===== src/rtl/resv_pkg.sv =====
package resv_pkg;
  typedef enum logic [1:0] {
    OP_READ  = 2'd0,
    OP_WRITE = 2'd1,
    OP_LRES  = 2'd2,
    OP_SCOND = 2'd3
  } resv_op_e;

  localparam logic ST_PASS = 1'b0;
  localparam logic ST_FAIL = 1'b1;
endpackage


===== src/rtl/resv_prio_arb.sv =====
module resv_prio_arb #(
  parameter int N = 4,
  parameter int IW = (N > 1) ? $clog2(N) : 1
) (
  input  logic [N-1:0]  req,
  output logic [N-1:0]  gnt,
  output logic [IW-1:0] idx,
  output logic          any
);
  // Lowest index wins: scan from the top so the last hit is the lowest.
  always_comb begin
    gnt = '0;
    idx = '0;
    any = 1'b0;
    for (int i = N - 1; i >= 0; i--) begin
      if (req[i]) begin
        gnt    = '0;
        gnt[i] = 1'b1;
        idx    = IW'(i);
        any    = 1'b1;
      end
    end
  end
endmodule


===== src/rtl/resv_table.sv =====
module resv_table
  import resv_pkg::*;
#(
  parameter int N  = 4,
  parameter int AW = 4,
  parameter int IW = (N > 1) ? $clog2(N) : 1
) (
  input  logic          clk,
  input  logic          rst,
  input  logic          en,
  input  logic [IW-1:0] idx,
  input  resv_op_e      op,
  input  logic [AW-1:0] addr,
  output logic          sc_ok
);
  logic [N-1:0]  vld_vec;
  logic [AW-1:0] adr_arr [N];

  assign sc_ok = vld_vec[idx] && (adr_arr[idx] == addr);

  for (genvar g = 0; g < N; g++) begin : g_entry
    logic          v_q;
    logic [AW-1:0] a_q;
    logic          self_h;
    logic          hit;

    assign self_h     = (idx == IW'(g));
    assign hit        = v_q && (a_q == addr);
    assign vld_vec[g] = v_q;
    assign adr_arr[g] = a_q;

    always_ff @(posedge clk) begin
      if (rst) begin
        v_q <= 1'b0;
        a_q <= '0;
      end else if (en) begin
        unique case (op)
          OP_LRES: begin
            if (self_h) begin
              v_q <= 1'b1;
              a_q <= addr;
            end
          end
          OP_SCOND: begin
            if (self_h) v_q <= 1'b0;
            else if (sc_ok && hit) v_q <= 1'b0;
          end
          OP_WRITE: begin
            if (!self_h && hit) v_q <= 1'b0;
          end
          default: ;
        endcase
      end
    end
  end
endmodule


===== src/rtl/resv_word_mem.sv =====
module resv_word_mem #(
  parameter int DW = 32,
  parameter int AW = 4
) (
  input  logic          clk,
  input  logic          we,
  input  logic [AW-1:0] addr,
  input  logic [DW-1:0] wdata,
  output logic [DW-1:0] rdata
);
  localparam int DEPTH = 1 << AW;

  logic [DW-1:0] mem_q [DEPTH];

  // Single port, read-before-write, registered read: block RAM friendly.
  always_ff @(posedge clk) begin
    if (we) mem_q[addr] <= wdata;
    rdata <= mem_q[addr];
  end
endmodule


===== src/rtl/resv_monitor_top.sv =====
module resv_monitor_top
  import resv_pkg::*;
#(
  parameter int N  = 4,
  parameter int AW = 4,
  parameter int DW = 32
) (
  input  logic            clk,
  input  logic            rst,
  input  logic [N-1:0]    req_valid,
  input  logic [2*N-1:0]  req_op,
  input  logic [AW*N-1:0] req_addr,
  input  logic [DW*N-1:0] req_wdata,
  output logic [N-1:0]    req_ready,
  output logic [N-1:0]    rsp_valid,
  output logic [DW-1:0]   rsp_data
);
  localparam int IW = (N > 1) ? $clog2(N) : 1;

  resv_op_e      op_arr   [N];
  logic [AW-1:0] addr_arr [N];
  logic [DW-1:0] data_arr [N];

  for (genvar g = 0; g < N; g++) begin : g_unpack
    assign op_arr[g]   = resv_op_e'(req_op[2*g +: 2]);
    assign addr_arr[g] = req_addr[AW*g +: AW];
    assign data_arr[g] = req_wdata[DW*g +: DW];
  end

  logic [N-1:0]  gnt;
  logic [IW-1:0] gidx;
  logic          gany;

  resv_prio_arb #(.N(N), .IW(IW)) u_arb (
    .req (req_valid & {N{~rst}}),
    .gnt (gnt),
    .idx (gidx),
    .any (gany)
  );

  assign req_ready = gnt;

  resv_op_e      g_op;
  logic [AW-1:0] g_addr;
  logic [DW-1:0] g_data;
  logic          sc_ok;
  logic          mem_we;
  logic [DW-1:0] mem_rdata;

  assign g_op   = op_arr[gidx];
  assign g_addr = addr_arr[gidx];
  assign g_data = data_arr[gidx];

  resv_table #(.N(N), .AW(AW), .IW(IW)) u_tbl (
    .clk   (clk),
    .rst   (rst),
    .en    (gany),
    .idx   (gidx),
    .op    (g_op),
    .addr  (g_addr),
    .sc_ok (sc_ok)
  );

  assign mem_we = gany && ((g_op == OP_WRITE) || ((g_op == OP_SCOND) && sc_ok));

  resv_word_mem #(.DW(DW), .AW(AW)) u_mem (
    .clk   (clk),
    .we    (mem_we),
    .addr  (g_addr),
    .wdata (g_data),
    .rdata (mem_rdata)
  );

  logic [N-1:0] rsp_valid_q;
  logic         is_status_q;
  logic         status_q;

  always_ff @(posedge clk) begin
    if (rst) begin
      rsp_valid_q <= '0;
      is_status_q <= 1'b0;
      status_q    <= ST_PASS;
    end else begin
      rsp_valid_q <= gnt;
      is_status_q <= (g_op == OP_WRITE) || (g_op == OP_SCOND);
      status_q    <= ((g_op == OP_SCOND) && !sc_ok) ? ST_FAIL : ST_PASS;
    end
  end

  assign rsp_valid = rsp_valid_q;
  assign rsp_data  = is_status_q ? {{(DW-1){1'b0}}, status_q} : mem_rdata;
endmodule


===== config.mk =====
export PLATFORM = sky130hd
export DESIGN_NAME = resv_monitor_top
export DESIGN_NICKNAME = d
export VERILOG_FILES = /design/src/rtl/resv_pkg.sv /design/src/rtl/resv_prio_arb.sv /design/src/rtl/resv_table.sv /design/src/rtl/resv_word_mem.sv /design/src/rtl/resv_monitor_top.sv
export SDC_FILE = /design/constraint.sdc
export NUM_CORES = 1
export LEC_CHECK = 0
export ABC_AREA = 1
export BUFFER_PORTS_ARGS = -buffer_cell sky130_fd_sc_hd__buf_2
export CORE_MARGIN = 4
export CORE_UTILIZATION = 50
export CTS_CLUSTER_SIZE = 24
export DETAILED_ROUTE_END_ITERATION = 7
export GPL_TIMING_DRIVEN = 0
export MAX_ROUTING_LAYER = met4
export PLACE_DENSITY = 0.68
export SYNTH_ARGS = -nofsm -noshare
export SYNTH_HDL_FRONTEND = slang
export SYNTH_HIERARCHICAL = 1
export SYNTH_SLANG_ARGS = --single-unit
export TNS_END_PERCENT = 50

===== constraint.sdc =====
create_clock -name clk -period 11.2 [get_ports clk]
set_input_delay 2.24 -clock clk [delete_from_list [all_inputs] [get_ports clk]]
set_output_delay 2.24 -clock clk [all_outputs]
set_load 0.005 [all_outputs]

### Word-level counts from Yosys, hierarchy flattened

Memory sizes are Yosys's and may differ from the RTL's. A register that Yosys moved wholly into a read port is not among the register bits.
Cells that the tools add are included.

* add/subtract/negate cells: 0
* $mul: 0
* divide/modulo/power cells: 0
* order comparisons: 2
* equality and inequality tests: 23
* shift operators: 0
* muxes and demuxes: 50
* bitwise logic cells: 3
* reductions and logical operators: 33

Operators with widths (count)
* 2-to-1 mux 32 bit: 3
* binary-select mux 32 bit (select 2 bit): 1
* 2-to-1 mux 4 bit: 8
* 2-to-1 mux 1 bit: 24
* == test 4 bit: 5
* AND reduction 5 bit: 4
* binary-select mux 4 bit (select 2 bit): 2
* logical AND 1 bit: 16
* inequality test 2 x 1 -> 1 bit, second input constant: 8
* 2-to-1 mux 2 bit: 6
* inequality test 3 x 1 -> 1 bit, second input constant: 4
* case mux 1 bit (3 select lines): 4
* AND reduction 3 bit: 4
* == test 2 bit, second input constant: 4
* logical NOT 1 bit: 5
* AND 4 bit: 1
* binary-select mux 2 bit (select 2 bit): 1
* == test 2 x 1 -> 1 bit, second input constant: 2
* greater-or-equal comparator 3 bit, second input constant: 1
* < comparator 2 x 3 -> 1 bit, second input constant: 1
* NOT 2 -> 3 bit: 1
* nonzero test 3 bit: 1
* binary-select mux 1 bit (select 2 bit): 1
* logical NOT 2 bit: 1
* 2 further kinds: 3

* register bits after elaboration: 26
* latch bits: 0
* RAM bits: 512
* ROM bits: 0
* output and inout port bits: 40
* logic and storage cells: 123
* memories: 1

Memory list
* u_mem.mem_q: depth 16, width 32, rd ports 1, clocked after Yosys merged registers in 1, wr ports 1, RTL line resv_word_mem.sv:13 `logic [DW-1:0] mem_q [DEPTH];`

### Logic depth before layout (Yosys ltp)

Gate-level depths: netlist of run 1.

* depth in word-level cells: 17
* depth in mapped cells: 22
* mapped depth without buffers: 18

### By module

Netlist of run 1, hierarchy kept.

By module, submodules not included
* resv_word_mem: times used 1, cells each 2113, area each 22213.8 um^2, seq. area each 16015.4 um^2
* resv_monitor_top: times used 1, cells each 318, area each 1604.0 um^2, seq. area each 120.1 um^2
* resv_table: times used 1, cells each 232, area each 1431.4 um^2, seq. area each 400.4 um^2
* resv_prio_arb: times used 1, cells each 15, area each 65.1 um^2, seq. area each 0.0 um^2

### Worst setup path before layout of run 1

OpenSTA, ideal clock, no wires.

* kind: input to register
* start: in rst
* end: mem u_mem.mem_q[3][0] (enable)
* library setup time: 0.421 ns
* arrival: 6.352 ns
* slack: 4.427 ns
* stages on the path: 18
* buffers on the path: 3
* cell sequence: clkbuf_1 nor2_1 inv_2 nand2_1 nand2_1 inv_2 buf_6 buf_6 nor2_1 o22ai_1 clkinv_1 nand2_1 nand2_2 nor4_1 nor2_1 nor2_2 nand3_1 nor2_1

* cells in the longest elaborated chain, start to end: 17

RTL lines
* from (decl): RTL line resv_monitor_top.sv:9 `input logic rst,`
* NOT 1 bit (*): RTL line resv_monitor_top.sv:35 `.req (req_valid & {N{~rst}}),`
* AND 4 bit (*): RTL line resv_monitor_top.sv:35
* 2-to-1 mux 2 bit (3 in a row): RTL line resv_prio_arb.sv:16 `if (req[i]) begin`
* 2-to-1 mux 2 bit (*): RTL line resv_prio_arb.sv:16
* via gidx[0]: RTL line resv_monitor_top.sv:31 `logic [IW-1:0] gidx;`
* NOT 2 -> 3 bit (implied by the code) (*): RTL line resv_monitor_top.sv:51 `assign g_addr = addr_arr[gidx];`
* binary-select mux 4 bit (select 2 bit) (*): RTL line resv_monitor_top.sv:51
* 2-to-1 mux 4 bit (implied by the code) (*) (2 in a row): RTL line resv_monitor_top.sv:51
* via g_addr[3]: RTL line resv_monitor_top.sv:44 `logic [AW-1:0] g_addr;`
* [1 not listed]
* logical AND 1 bit (*): RTL line resv_table.sv:19 `assign sc_ok = vld_vec[idx] && (adr_arr[idx] == addr);`
* via sc_ok: RTL line resv_monitor_top.sv:46 `logic sc_ok;`
* logical AND 1 bit (*): RTL line resv_monitor_top.sv:64 `assign mem_we = gany && ((g_op == OP_WRITE) || ((g_op == OP_SCOND) && sc_ok));`
* logical OR 1 bit (*): RTL line resv_monitor_top.sv:64
* logical AND 1 bit (*): RTL line resv_monitor_top.sv:64
* via mem_we: RTL line resv_monitor_top.sv:47 `logic mem_we;`
* 2-to-1 mux 1 bit (*): RTL line resv_word_mem.sv:17 `if (we) mem_q[addr] <= wdata;`
* 2-to-1 mux 1 bit (implied by the code) (*): RTL line resv_word_mem.sv:17
* to (decl): RTL line resv_word_mem.sv:13

The timed path passes the listed nets; every way through them passes the cells marked *. The select of a mux whose other input is x is not followed.

### Worst setup path after layout of run 1

* start: in rst
* end: mem u_mem.mem_q[3][19] (enable)

The elaborated chain is that of the path after synthesis.

==> impl_results.md, run 1 <==
* WL/cell at 19.08 µm
* Final min period at 7.791 ns
* CTS tree: yes
* Synthesized Nets at 2836
* Multi-input logic area at 7526 µm²
* Initial Utilization at 50.56%
* RSZ-0062 raised after global routing: no
* Unique masters post-synth at 36
* Share of layout cells above drive strength 1 at 15.59%
* Post-route ant nets at 0
* Worst Clk Skew at 0.01415 ns
* Worst min path class: reg -> reg
* Via Count at 19098
* H-tree depth at 2
* Worst r2r path cells at 11
* Asr flop ratio synth at 0%
* Max Fclk at 128.4 MHz
* Syn avg cell area at 9.453 µm²
* Critical path endpoint category: flip-flop
* Area delta synth->final at 17.01%
* Status: finished clean
* Num CTS Buffers at 58
* Crit path DAT at 8.09 ns
* Startpoint types: primary input
* Rel. slew slack at 8.722%
* Clk_lat worst skew at 0.61 ns
* Die Ht at 233.0 µm
* CP required at 11.50 ns
* Reg2Reg Launch Point: u_tbl/g_entry[3].a_q[0]
* Lkg Pwr at 12.91 nW
* Total global routing overflow at 0
* Area contributors post-synth: edfxtp_1, nand2_1, dfxtp_1, nor2_1, inv_1
* Area leader, netlist: edfxtp_1
* Post-Syn Area at 25310 µm²
* Final setup vio count at 0
* Most instantiated cells after synthesis: nand2_1, edfxtp_1, nor2_1, inv_1, o21ai_0
* Max-Cap Viols at 0
* Post-CTS setup buffers at 0
* Pwr/cell area at 179.8 nW/µm²
* Hold path depth at 2
* Seq/Total Area, Yosys at 65.32%
* WL final at 70130 µm
* Worst hold start: u_tbl/g_entry[1].v_q
* Vias in the first global route at 17999
* Final Hold Fails at 0
* Placer congestion estimate at 0.9106
* Most used flip-flop cell after synthesis: edfxtp_1
* Sink Count at 570
* Cell with the most instances after synthesis: nand2_1
* Core area at 50070 µm²
* Setup TNS at 0 ns
* Max Slew Vio Count at 0
* Final Cell Area at 29620 µm²
* Synth Warn # at 6
* All-Layer GR Usage at 26.16%
* Via density at 5.197
* Site Rows at 82
* Critical setup path kind: in -> reg
* 1st-iter DRT viols at 1761
* Register Area at 16540 µm²
* Synthesis-stage register bit count at 570
* Max Root-Sink Buffers at 3
* Die width at 233.0 µm
* Initial antenna violation count at 3
* CTS root buffer: clkbuf_16
* Crit Reg-Reg Endpoint: u_mem/mem_q[3][19]
* Post-DP HPWL at 47540 µm
* Tcrit/Tclk final at 69.56%
* Post-synth top area share at 60.74%
* # DRC at 0
* Worst Hold Endpoint: u_tbl/g_entry[1].v_q
* I/O pins at 198
* Synthesized instance count at 2678
* IO buf count at 197
* Slew @ Worst Pin at 1.369 ns
* Post-CTS Resized at 0
* FF-to-FF setup slack at 7.97 ns
* Final nets at 3110
* Fillers at 4264
* Max rail drop VDD at 0.1345 mV
* Crit-path max FO at 18
* 1st-pass router iterations at 6
* Worst-path clk slew at 0.06 ns
* Global-route wire length before repair at 104100 µm
* Largest net degree at the start of global routing at 27
* Post-CTS Hold Fix Bufs at 0
* Post-Place Cell Area at 27620 µm²
* Die area at 54290 µm²
* Number of synthesized flops with an enable pin at 512
worst max-delay path: stages:
cell	delay (ns)
buf_2	0.11
clkbuf_1	0.21
nor2_1	0.33
inv_2	0.10
nand2_1	0.10
nand2_1	0.42
inv_2	0.25
buf_6	0.25
buf_6	0.17
nor2_1	0.05
o22ai_1	0.82
clkinv_1	0.55
nand2_1	0.23
nand2_2	0.09
nor4_1	0.38
nor2_1	0.11
nor2_2	0.22
nand3_1	0.43
nor2_4	0.70
buf_12	0.27
logic make-up (layout without fill, tap and decap cells):
kind of cell           after synthesis  after routing  synth area share, %
AND/OR/NAND/NOR                   1663           1663                25.31
multiplexers                         1              1              0.04448
buffers and inverters              275            598                5.719
XOR/XNOR                             2              2              0.06921
AO/OA/AOI/OAI                      167            167                3.534
flip-flops                         570            570                65.32
other                                0              2                    0
cell usage in the layout, fill, tap and decap left out, types with 33 or more instances in the layout:
cell type,n
edfxtp_1,512
clkbuf_1,35
nor2_1,148
dfxtp_1,58
nand2_1,1452
buf_2,243
clkbuf_16,61
inv_1,133
buf_6,33
o21ai_0,93
registers in the layout, indices dropped and copies added, names as in the netlist:
| register | count |
|---|---|
| u_tbl/g_entry.v_q | 4 |
| u_mem/rdata | 32 |
| rsp_valid | 4 |
| status_q | 1 |
| u_mem/mem_q | 512 |
| u_tbl/g_entry.a_q | 16 |
| is_status_q | 1 |
per-layer routing:
metal / wire length, µm / track usage [%] / vias to the layer above
met5: 0 / - / -
met4: 1619 / 6.332 / 0
met3: 6571 / 4.860 / 109
met2: 33690 / 42.90 / 857
met1: 28250 / 34.13 / 8971
li1: - / - / 9161
through the flow:
stage / hold WS (ns) / setup slack (ns) / total power, W / cells / util (%)
6_report: 0.5298 / 3.409 / 0.005327 / 3675 / 59.16
5_1_grt: 0.5510 / 3.126 / 0.005559 / 3673 / 59.15
4_1_cts: 0.5283 / 3.470 / 0.005346 / 3672 / 59.01
3_5_place_dp: 0.5135 / 2.875 / 0.003436 / 3563 / 55.17
3_3_place_gp: 0.5140 / 1.061 / 0.003403 / 3547 / 54.21
2_1_floorplan: 0.4674 / 4.427 / 0.003079 / 2678 / -
cell type report:
type | count | area share, %
diodes | 2 | 0.01690
repair buffers | 214 | 4.537
clock inverters | 29 | 0.9251
flip-flops and latches | 570 | 55.83
plain buffers | 134 | 3.084
inverters | 141 | 1.804
multi-input cells | 1833 | 25.41
clock buffers | 80 | 5.563
well taps | 672 | 2.839
worst max-delay path by stage:
stage / end / slack (ns) / start
2_1_floorplan: u_mem/mem_q[3][0] / 4.43 / rst
3_3_place_gp: u_mem/mem_q[2][15] / 1.06 / rst
3_5_place_dp: u_mem/mem_q[3][17] / 2.88 / rst
4_1_cts: u_mem/mem_q[3][18] / 3.47 / rst
5_1_grt: u_mem/mem_q[0][15] / 3.13 / rst
6_report: u_mem/mem_q[3][19] / 3.41 / rst
power by group:
part | leakage (nW) | switching, W | internal [W]
logic | 6.89 | 0.000659 | 0.000276
registers | 5.09 | 0.0000210 | 0.00245
clock network | 0.927 | 0.000784 | 0.00114
No activity file was read; power rests on OpenSTA's default activity.
==> inputs of run 2 (changes only) <==
--- a/config.mk
+++ b/config.mk
@@ -5,7 +5,7 @@
 export SDC_FILE = /design/constraint.sdc
 export NUM_CORES = 1
 export LEC_CHECK = 0
-export ABC_AREA = 1
+export ABC_AREA = 0
 export BUFFER_PORTS_ARGS = -buffer_cell sky130_fd_sc_hd__buf_2
 export CORE_MARGIN = 4
 export CORE_UTILIZATION = 50
@@ -13,7 +13,7 @@
 export DETAILED_ROUTE_END_ITERATION = 7
 export GPL_TIMING_DRIVEN = 0
 export MAX_ROUTING_LAYER = met4
-export PLACE_DENSITY = 0.68
+export PLACE_DENSITY = 0.69
 export SYNTH_ARGS = -nofsm -noshare
 export SYNTH_HDL_FRONTEND = slang
 export SYNTH_HIERARCHICAL = 1
==> constraint.sdc (replaced) <==
create_clock -name clk -period 8.2 [get_ports clk]
set_input_delay 1.64 -clock clk [delete_from_list [all_inputs] [get_ports clk]]
set_output_delay 1.64 -clock clk [all_outputs]
set_load 0.005 [all_outputs]
==> run 2 against run 1 <==
Against the previous run:
- clock skew is 0.0010 ns lower
- worst setup slack worse by 2.1 ns
- non-clock buffer count is 52 lower
- combinational power is 9.4% lower
- global-route usage is 3.9 points lower
- final cell count is 45% lower
- final area is 10% lower
- utilization is 0.73 points higher
- die area is 10% lower
- critical endpoint is now u_mem/mem_q[8][12]
- largest power group unchanged
==> impl_results.md, run 2 <==
* Status: finished clean
* Worst path cell trace: buf_2, nor2b_1, nand2b_4, a21oi_1, buf_6, mux4_2, buf_2, nor2_1, mux2i_1, o221ai_1, nand2_1, nor3_1, nor2b_1, a22oi_2, and3_1, nand3b_1, nor3_2, buf_6, buf_6, buf_6, buf_6
* Worst min path class: reg -> reg
* Final Cell Area at 26660 µm² (-10%)
* Post-CTS Resized at 0 (unchanged)
* Crit-path max FO at 11 (-7)
* I/O pins at 198 (unchanged)
* Final setup vio count at 0 (unchanged)
* Via Count at 12170 (-36%)
* Area delta synth->final at 17.52%
* Slew @ Worst Pin at 0.9473 ns (-0.4219 ns)
* Worst-path clk slew at 0.06 ns (about the same)
* Post-CTS setup buffers at 0 (unchanged)
* WL final at 53050 µm (-24%)
* CTS root buffer: clkbuf_16
* Most common cell after layout, fill and taps aside: edfxtp_1
* H-tree depth at 2 (unchanged)
* Synth Warn # at 6 (unchanged)
* Tcrit/Tclk final at 83.63%
* Antenna cells at 0 (-2)
* Post-synth top area share at 67.78% (+7.0 points)
* Post-DP HPWL at 34740 µm (-27%)
* Most frequent cells in the layout: edfxtp_1, buf_2, mux4_2
* XOR/XNOR share of the synthesized area at 0.6564% (+0.59 points)
* Num CTS Buffers at 55 (-5.2%)
* Placer congestion estimate at 0.7895 (-13%)
* Most used flip-flop cell after synthesis: edfxtp_1
* Post-Synth Adder-Cell Area at 0% (unchanged)
* Max reg flops at 512 (unchanged)
* Startpoint types: primary input
* All-Layer GR Usage at 22.24% (-3.9 points)
* Final Worst Setup Slack at 1.342 ns (-2.067 ns)
* Post-Syn Area at 22680 µm² (-10%)
* Clk_lat worst skew at 0.59 ns (-0.02 ns)
* Die width at 221 µm (-5.2%)
* Final min period at 6.858 ns
* Via density at 5.980 (+15%)
* Top Registers: u_mem/mem_q (512), u_mem/rdata (32), u_tbl/g_entry.a_q (16)
* CP required at 8.50 ns (-3.00 ns)
* Critical setup path kind: in -> reg
* Post-Place Cell Area at 25000 µm² (-9.5%)
* CTS tree: yes
* IO buf count at 197 (unchanged)
* Post-synthesis mux area share at 17.95% (+18 points)
* Number of synthesized flops with an enable pin at 512 (unchanged)
* Slowest CP cell: a21oi_1
* Die area at 48840 µm² (-10%)
* Synthesized instance count at 1114 (-58%)
* Seq/Total Area, Yosys at 72.90% (+7.6 points)
* # DRC at 0 (unchanged)
* Final nets at 1555 (-50%)
* RSZ-0062 raised after global routing: no
* Post-CTS Hold Fix Bufs at 0 (unchanged)
* Rel. slew slack at 36.85% (+28 points)
* Sink Count at 570 (unchanged)
* Final Hold Fails at 0 (unchanged)
* Total global routing overflow at 0 (unchanged)
* 1st-iter DRT viols at 1213 (-31%)
* Unique masters post-synth at 44 (+22%)
* Cell with the most instances after synthesis: edfxtp_1
* Lkg Pwr at 8.915 nW (-31%)
* Placed cells at 1932 (-46%)
* Max rail drop VDD at 0.1473 mV (+9.5%)
* Max-Cap Viols at 0 (unchanged)
* Area leader, netlist: edfxtp_1
* Worst Clk Skew at 0.01312 ns (-0.001022 ns)
* Initial antenna violation count at 1 (-2)
* Asr flop ratio synth at 0% (unchanged)
* Initial Utilization at 50.96% (+0.40 points)
* Hold path depth at 2 (unchanged)
* Syn avg cell area at 20.36 µm² (+120%)
* Most instantiated cells after synthesis: edfxtp_1, mux4_2, a22oi_1, dfxtp_1
* Worst r2r path cells at 14 (+3)
* Pwr/cell area at 246.0 nW/µm² (+37%)
* Die Ht at 221 µm (-5.2%)
* Compound-gate portion of the synthesized area at 2.973% (-0.56 points)
* CP most frequent cell: buf_6
* Synthesized Nets at 1272 (-55%)
* Synthesis-stage register bit count at 570 (unchanged)
* Core area at 44510 µm² (-11%)
* Critical path endpoint category: flip-flop
* Max Slew Vio Count at 0 (unchanged)
* Share of layout cells above drive strength 1 at 37.49% (+22 points)
* Global-route wire length before repair at 79270 µm (-24%)
* Max Root-Sink Buffers at 3 (unchanged)
* CP peak stage delay at 0.75 ns (-0.07 ns)
* 1st-pass router iterations at 5 (-1)
* Synth Area in Simple Gates at 3.817% (-21 points)
* Area contributors post-synth: edfxtp_1, mux4_2, dfxtp_1, a22oi_1, nor2b_1
* Register bank with the most flops: u_mem/mem_q
* Max Fclk at 145.8 MHz
* Combinational family with the most area after synthesis: multiplexers
* Crit path DAT at 7.16 ns (-0.93 ns)
* Site Rows at 77 (-6.1%)
* Largest net degree at the start of global routing at 24 (-11%)
* Dpl ws at 0.7350 ns (-2.140 ns)
* Non-Filler Instances at 2035 (-45%)
* Hold Slack at 0.5190 ns (-0.01087 ns)
* Post-route ant nets at 0 (unchanged)
* WL/cell at 26.07 µm (+37%)
* FF-to-FF setup slack at 4.17 ns (-3.80 ns)
* Vias in the first global route at 12441 (-31%)
==> run 2: path summary, 6_finish.rpt <==
check,from,endpoint
max reg2reg,u_tbl/g_entry[3].a_q[0],u_mem/mem_q[8][12]
min,u_tbl/g_entry[1].a_q[2],u_tbl/g_entry[1].a_q[2]
max,rst,u_mem/mem_q[8][12]
min reg2reg,u_tbl/g_entry[1].a_q[2],u_tbl/g_entry[1].a_q[2]
==> run 2: logic make-up (layout without fill, tap and decap cells) <==
| kind of cell | count (synthesis) | in the layout |
|---|---|---|
| compound gates | 89 | 89 |
| xor+xnor | 17 | 17 |
| buf+inv | 72 | 401 |
| flops | 570 | 570 |
| mux | 197 | 197 |
| simple gates | 169 | 169 |
==> run 2: power breakdown <==
part / total (W) / switching, W / internal (W)
logic: 0.000847 / 0.000481 / 0.000365
clock network: 0.00234 / 0.00103 / 0.00131
registers: 0.00337 / 0.0000268 / 0.00334
total: 0.00656 / 0.00154 / 0.00502
==> run 2: area by class of cell <==
type,count,area (µm²)
plain buffers,70,379.1
clock buffers,77,1499
clock inverters,26,162.7
fillers,3208,17850
inverters,2,7.507
multi-input cells,472,5872
flip-flops and latches,570,16540
well taps,592,740.7
repair buffers,226,1463
==> run 2: through the flow <==
stage                     TNS (ns)  power (W)  util (%)
after floorplan                  0   0.003966         -
final                            0   0.006558     59.89
after global routing             0   0.006816     59.89
after detailed placement         0   0.004286     56.16
after CTS                        0   0.006608     59.89
after global placement     -738.00   0.004245     54.84
==> run 2: worst max-delay path: cells and delay by family <==
family	cells	cell delay, ns
AND/OR/NAND/NOR	9	2.14
multiplexers	2	0.67
buffers and inverters	7	1.45
AO/OA/AOI/OAI	3	1.23
==> run 2: metal layers <==
layer	wire, µm	part of all wire [%]	global-route usage [%]	vias up
met1	22070	42	30.84	6365
met2	25980	49	34.77	550
met3	3598	6.8	3.644	79
li1	-	-	-	5176
met4	1394	2.6	6.604	0
met5	0	0	-	-
